File: src/rtl/swrst_pkg.sv
// Package: shared constants and types for the keyed software reset controller.
// Assumes 32-bit register accesses with the write key in the top byte.
package swrst_pkg;
    localparam int unsigned REG_W   = 32;
    localparam int unsigned KEY_LSB = 24;
    localparam int unsigned KEY_W   = 8;
    localparam logic [KEY_W-1:0] WR_KEY = 8'h88;
    localparam int unsigned MAX_LINES = 24;

    // Which register an access targets.
    typedef enum logic [1:0] {
        SEL_NONE = 2'd0,
        SEL_CTRL = 2'd1,
        SEL_EN   = 2'd2
    } reg_sel_e;
endpackage

File: src/rtl/swrst_decode.sv
// Module: swrst_decode
// Maps a byte offset onto the register it selects. Assumes exact-match decode;
// every offset other than the two listed selects nothing.
module swrst_decode #(
    parameter int unsigned ADDR_W   = 8,
    parameter logic [ADDR_W-1:0] CTRL_OFS = 8'h18,
    parameter logic [ADDR_W-1:0] EN_OFS   = 8'hFC
) (
    input  logic [ADDR_W-1:0]  addr,
    output swrst_pkg::reg_sel_e sel
);
    import swrst_pkg::*;

    // Exact-match address compare.
    always_comb begin
        if (addr == CTRL_OFS)    sel = SEL_CTRL;
        else if (addr == EN_OFS) sel = SEL_EN;
        else                     sel = SEL_NONE;
    end
endmodule

File: src/rtl/swrst_ctrl_reg.sv
// Module: swrst_ctrl_reg
// Holds one control bit per reset line. A load happens only when the write is
// selected and its key byte matches. Assumes a synchronous active-low reset.
module swrst_ctrl_reg #(
    parameter int unsigned LINES = 24
) (
    input  logic                                clk,
    input  logic                                rst_n,
    input  logic                                wr_sel,
    input  logic [swrst_pkg::KEY_W-1:0]         wr_key,
    input  logic [LINES-1:0]                    wr_bits,
    output logic [LINES-1:0]                    ctrl_q
);
    import swrst_pkg::*;

    logic key_ok;

    // Key comparison gates every control update.
    always_comb key_ok = (wr_key == WR_KEY);

    // Control storage: clear on reset, load on a keyed write.
    always_ff @(posedge clk) begin
        if (!rst_n)                ctrl_q <= '0;
        else if (wr_sel && key_ok) ctrl_q <= wr_bits;
    end
endmodule

File: src/rtl/swrst_en_reg.sv
// Module: swrst_en_reg
// Per-line enable mask. When HAS_EN is 0 there is no storage and every line
// reads as enabled. Assumes a synchronous active-low reset.
module swrst_en_reg #(
    parameter int unsigned LINES  = 24,
    parameter bit          HAS_EN = 1'b1
) (
    input  logic             clk,
    input  logic             rst_n,
    input  logic             wr_sel,
    input  logic [LINES-1:0] wr_bits,
    output logic [LINES-1:0] en_q
);
    generate
        if (HAS_EN) begin : g_store
            // Enable storage: clear on reset, load on any selected write.
            always_ff @(posedge clk) begin
                if (!rst_n)      en_q <= '0;
                else if (wr_sel) en_q <= wr_bits;
            end
        end else begin : g_absent
            logic unused_in;
            // No storage: inputs are deliberately dropped.
            always_comb unused_in = ^{clk, rst_n, wr_sel, wr_bits};
            // Every line reads as enabled.
            always_comb en_q = '1;
        end
    endgenerate
endmodule

File: src/rtl/swrst_ctrl.sv
// Module: swrst_ctrl (top)
// Keyed per-line software reset controller. A line is driven when both its
// control bit and its enable bit are set. Assumes LINES between 1 and 24 and
// that targets synchronise rst_out into their own clock domains.
module swrst_ctrl #(
    parameter int unsigned LINES  = 24,
    parameter bit          HAS_EN = 1'b1,
    parameter int unsigned ADDR_W = 8,
    parameter logic [ADDR_W-1:0] CTRL_OFS = 8'h18,
    parameter logic [ADDR_W-1:0] EN_OFS   = 8'hFC
) (
    input  logic              clk,
    input  logic              rst_n,
    input  logic              bus_wr,
    input  logic [ADDR_W-1:0] bus_addr,
    input  logic [31:0]       bus_wdata,
    output logic [31:0]       bus_rdata,
    output logic [LINES-1:0]  rst_out
);
    import swrst_pkg::*;

    localparam int unsigned KEY_MSB = KEY_LSB + KEY_W - 1;

    reg_sel_e         sel;
    logic [LINES-1:0] ctrl_q;
    logic [LINES-1:0] en_eff;
    logic             unused_wdata;

    // Data bits between LINES and the key byte are never stored.
    always_comb unused_wdata = ^bus_wdata;

    swrst_decode #(
        .ADDR_W  (ADDR_W),
        .CTRL_OFS(CTRL_OFS),
        .EN_OFS  (EN_OFS)
    ) i_decode (
        .addr(bus_addr),
        .sel (sel)
    );

    swrst_ctrl_reg #(
        .LINES(LINES)
    ) i_ctrl (
        .clk    (clk),
        .rst_n  (rst_n),
        .wr_sel (bus_wr && (sel == SEL_CTRL)),
        .wr_key (bus_wdata[KEY_MSB:KEY_LSB]),
        .wr_bits(bus_wdata[LINES-1:0]),
        .ctrl_q (ctrl_q)
    );

    swrst_en_reg #(
        .LINES (LINES),
        .HAS_EN(HAS_EN)
    ) i_en (
        .clk    (clk),
        .rst_n  (rst_n),
        .wr_sel (bus_wr && (sel == SEL_EN)),
        .wr_bits(bus_wdata[LINES-1:0]),
        .en_q   (en_eff)
    );

    // Read mux: zero-extended line bits, key byte always zero.
    always_comb begin
        bus_rdata = '0;
        case (sel)
            SEL_CTRL: bus_rdata[LINES-1:0] = ctrl_q;
            SEL_EN:   bus_rdata[LINES-1:0] = en_eff;
            default:  bus_rdata = '0;
        endcase
    end

    // Reset outputs need both the control bit and the enable bit.
    always_comb rst_out = ctrl_q & en_eff;
endmodule

File: config.mk
export PLATFORM = sky130hd
export DESIGN_NAME = swrst_ctrl
export DESIGN_NICKNAME = d
export VERILOG_FILES = /design/src/rtl/swrst_pkg.sv /design/src/rtl/swrst_decode.sv /design/src/rtl/swrst_ctrl_reg.sv /design/src/rtl/swrst_en_reg.sv /design/src/rtl/swrst_ctrl.sv
export SDC_FILE = /design/constraint.sdc
export NUM_CORES = 1
export LEC_CHECK = 0
export ABC_AREA = 1
export BUFFER_PORTS_ARGS = -buffer_cell sky130_fd_sc_hd__buf_2
export CORE_MARGIN = 1.5
export CORE_UTILIZATION = 55
export DETAILED_ROUTE_END_ITERATION = 16
export GPL_TIMING_DRIVEN = 1
export HOLD_SLACK_MARGIN = 0.02
export PLACE_DENSITY = 0.95
export SLEW_MARGIN = 20
export SYNTH_ARGS = -nofsm -noshare
export SYNTH_HDL_FRONTEND = slang
export SYNTH_HIERARCHICAL = 1
export SYNTH_SLANG_ARGS = --single-unit
File: constraint.sdc
create_clock -name clk -period 3.2 [get_ports clk]
set_input_delay 0.48 -clock clk [delete_from_list [all_inputs] [get_ports clk]]
set_output_delay 0.48 -clock clk [all_outputs]
set_load 0.02 [all_outputs]
After elaboration in Yosys (flattened, before gate mapping):

Cells that the tools add are included.

* input bits: 43
* logic and storage cells: 14
* output and inout port bits: 56
* bits in registers: 48

* equality and inequality tests: 5
* reductions and logical operators: 3
* mux-type cells: 3
* bitwise logic cells: 1

Operators with widths (number)
* 24-bit one-hot mux with 2 select lines: 1
* 24-bit bitwise AND: 1
* 8-bit == test, second input constant: 2
* 8-bit by 5-bit == test with 1-bit output, second input constant: 1
* 2-bit 2-to-1 mux: 2
* 1-bit logical AND: 3
* 2-bit by 1-bit == test with 1-bit output, second input constant: 1
* 2-bit == test, second input constant: 1

Depth between registers and ports, before layout:

* depth in word-level cells: 6
* gate-level depth with buffers: 17
* gate-level depth less buffers: 14

Hierarchy:

The synthesis kept the hierarchy.

By module, submodules not included
* swrst_ctrl_reg: cells each 170, area an instance 1143.6 um^2, times used 1
* swrst_en_reg: cells each 151, area an instance 980.9 um^2, times used 1
* swrst_ctrl: cells each 145, area an instance 755.7 um^2, times used 1
* swrst_decode: cells each 18, area an instance 67.6 um^2, times used 1

Least setup slack after synthesis:

Ideal clock, no wire load.

* path kind: input-to-output
* start point: in bus_addr[1]
* end point: out bus_rdata[1]
* cell stages on the path: 7
* data arrival time: 1.711 ns
* setup slack: 1.009 ns
* cell sequence: nor2_1 > nand2_1 > nor2_1 > inv_1 > ha_1 > buf_4 > a21oi_1

* elaborated cells on any way between the ends: 7
* classes of those cells: eq/ne: 4; mux: 3

RTL lines
* from (decl): line swrst_ctrl.sv:15 `input logic [ADDR_W-1:0] bus_addr,`
* 8-bit by 5-bit == test with 1-bit output (*): line swrst_decode.sv:16 `if (addr == CTRL_OFS) sel = SEL_CTRL;`
* 2-bit 2-to-1 mux (*): line swrst_decode.sv:16
* via sel[0]: line swrst_ctrl.sv:24 `reg_sel_e sel;`
* 2-bit == test or 2-bit by 1-bit == test with 1-bit output (tied branches): line swrst_ctrl.sv:66 `case (sel)`
* 24-bit one-hot mux with 2 select lines (*): line swrst_ctrl.sv:66
* to (decl): line swrst_ctrl.sv:17 `output logic [31:0] bus_rdata,`

The timed path passes the listed nets; every way through them passes the cells marked *.

Final worst setup path:

* start point: in bus_addr[1]
* end point: out bus_rdata[11]

* cells in the longest elaborated chain, start to end: 5
* elaborated cells on any way between the ends: 7
* classes of those cells: eq/ne: 4; mux: 3

Ends and longest elaborated chain
* 8-bit == test: line swrst_decode.sv:17 `else if (addr == EN_OFS) sel = SEL_EN;`
* 2-bit 2-to-1 mux: line swrst_decode.sv:17
* 2-bit 2-to-1 mux (*): line swrst_decode.sv:16
* via sel[1]: line swrst_ctrl.sv:24
* 2-bit == test or 2-bit by 1-bit == test with 1-bit output (tied branches): line swrst_ctrl.sv:66
* 24-bit one-hot mux with 2 select lines (*): line swrst_ctrl.sv:66

Marked as above.

==> results.md <==
* Ys Warns at 6
* Largest family of logic cells by synthesized area: simple AND/OR/NAND/NOR gates
* Crit Path Max Fanout at 15
* Initial antenna violation count at 0
* Worst clock skew at 0 ns
* Cell family with most CP delay: buffers and inverters
* Drt first pass iters at 5
* Detailed placement HPWL at 4780 um
* CTS buffer count at 5
* H-tree depth at 2
* Initial DRC count at 227
* Worst-path cell chain: buf_2, nor2_1, nand2_1, nor2_1, ha_1, buf_4, nand2_1, a21oi_2, buf_2
* Clock root buffer: clkbuf_8
* Critical Path Start Type: input port
* # placed instances at 624
* Leakage at 1.90 nW
* # rows at 26
* Cell Area, Synth at 2950 um^2
* Critical path class: input port to output pin
* Status: complete, no violations
* Top Metal Used: met4
* Share of post-route cells with drive strength above 1 at 23.0%
* CP Data Arrival Time at 2.08 ns
* Post-CTS sizing at 0
* Netlist cell types at 21
* Post-synthesis compound-gate area fraction at 6.37%
* Die width at 76.2 um
* Mean Syn Cell Area at 6.09 um^2
* Port bufs at 90
* Crit. End Element: output pin
* Drt drc at 0
* Final hold violations at 0
* Post-route antenna net violation count at 0
* Yosys reg bits at 48
* Slew Limit Fails at 0
* Tmin final at 2.56 ns
* Total gr overflow at 0
* Met2 wire length at 3410 um
* Die ar. at 5810 um^2
* Clk pin slew, worst setup/hold paths at 0.08 ns
* Mapped Cells at 484
* Hold crit path type: input port to flip-flop
* M1 WL at 2950 um
* FMAX at 390 MHz
* Fill cells at 467
* Largest net degree at the start of global routing at 49
* Most common cell after layout, fill and taps aside: nand2_1
* Setup repair bufs after CTS at 0
* Total wire length at 6790 um
* Vias per inst at 4.68
* WP buf/inv at 3
* Synth Area in Adders at 0.849%
* Ports at 99
* Tcrit/Tclk final at 80.0%
* Unrepaired setup endpoints after global routing: false
* Finished Layout Cells at 631
* CTS tree: done
* Slowest CP cell: ha_1
* Gr usage total at 23.4%
* Vias at 2956
* Peak supply drop at 0.187 mV
* Clock sink count at 48
* Critical path's largest stage delay at 0.43 ns
* Max Cap Violations at 0
* Core ar. at 5140 um^2
* Synth Area in XOR/XNOR at 0%
* Post-synthesis mux area share at 0%
* Max clock buf depth at 2
* DR WL/cell at 10.8 um
* Die height at 76.2 um
* Clock latency on the worst-skew pair at 0.29 ns
* GPL Wtd Cong at 0.784
* Met3 WL at 340 um
* Worst EP required at 2.72 ns
* Most frequent cells in the layout: 154 x nand2_1, 105 x nor2_1, 90 x buf_2
* Cts hold-fix bufs at 0
* Vias in the first global route at 2823
* First-pass GRT wire length at 11500 um
* Rel. slew slack at 38.7%
* N_diodes at 0
* Power Dens Cells at 318 nW/um^2
* Least-Margin Pin Slew at 0.919 ns
* Post-Synth Simple-Gate Area at 40.2%
* Area growth, synth to finish at 15.2%
* Final Setup Violations at 0
* Post-synthesis sequential area ratio at 32.6%
* Initial Utilization at 57.4%
* Fin nets at 606
* Setup TNS at 0 ns
==> final cells by class <==
cell class,count,area [um^2],share of cell area (%)
repair buffers,96,495,14.6
well taps,70,87.6,2.58
clock buffers,7,96.3,2.84
inverters,86,323,9.51
multi-input cells,324,1430,42.2
flip-flops and latches,48,961,28.3
==> final timing paths <==
kind	from	to	slack, ns	depth (start not counted)
setup / recovery	bus_addr[1]	bus_rdata[11]	0.64	9
setup reg to reg	i_en/en_q[2]$_SDFFE_PN0P_	i_en/en_q[2]$_SDFFE_PN0P_	2.55	2
hold reg to reg	i_en/en_q[19]$_SDFFE_PN0P_	i_en/en_q[19]$_SDFFE_PN0P_	0.48	2
hold / removal	bus_wdata[19]	i_en/en_q[19]$_SDFFE_PN0P_	0.48	5
==> worst min-delay path: stages <==
cell and delay [ns]:
buf_2 0.10, inv_1 0.04, nand2_1 0.04, nand2_1 0.05
nor2_1 0.03
==> through the flow <==
stage	power [mW]	hold slack [ns]	cell area (um^2)	setup slack (ns)	util (%)
3_5_place_dp	0.706	0.475	3300	0.608	64.2
2_1_floorplan	0.675	0.463	2970	1.01	-
4_1_cts	1.09	0.478	3390	0.661	66.0
6_report	1.08	0.485	3390	0.639	66.0
3_3_place_gp	0.704	0.472	3300	0.713	64.2
5_1_grt	1.12	0.494	3390	0.473	66.0
==> synth_stat cells <==
master   number  area (um^2)
nor2_4        1         11.3
nand2_1     154          578
nor2_1      106          398
nor2_8        1         20.0
nor2_2        1         6.26
nand2_2       2         12.5
conb_1        1         3.75
nand3_2       1         10.0
buf_4        12         90.1
buf_6         7         78.8
buf_2        10         50.1
dfxtp_1      48          961
ha_1          2         25.0
buf_8         1         15.0
inv_2         1         3.75
inv_1        85          319
a21oi_2      18          158
a21oi_1       6         30.0
buf_12        1         20.0
buf_1         2         7.51
nand4_1      24          150
==> layer usage <==
| metal | up-vias | GRT usage, % |
|---|---|---|
| met5 | - | 0 |
| met4 | 0 | 9.07 |
| met3 | 9 | 3.23 |
| met2 | 90 | 43.8 |
| met1 | 1300 | 26.7 |
| li1 | 1557 | - |
==> flip-flops by register name (all words and copies together), names as in the netlist <==
signal and count:
i_ctrl/ctrl_q 24, i_en/en_q 24
==> kinds of logic after synthesis <==
group           Yosys count
fa+ha+maj                 2
buf+inv                 119
other cells               1
flops                    48
simple gates            290
compound gates           24
==> report_power, final <==
part / total (mW) / internal [mW] / leakage [nW] / switching [mW]
clock: 0.385 / 0.193 / 0.0503 / 0.192
combinational: 0.0965 / 0.0349 / 1.47 / 0.0616
sequential: 0.598 / 0.597 / 0.386 / 0.000498
No activity file was read; power rests on OpenSTA's default activity.
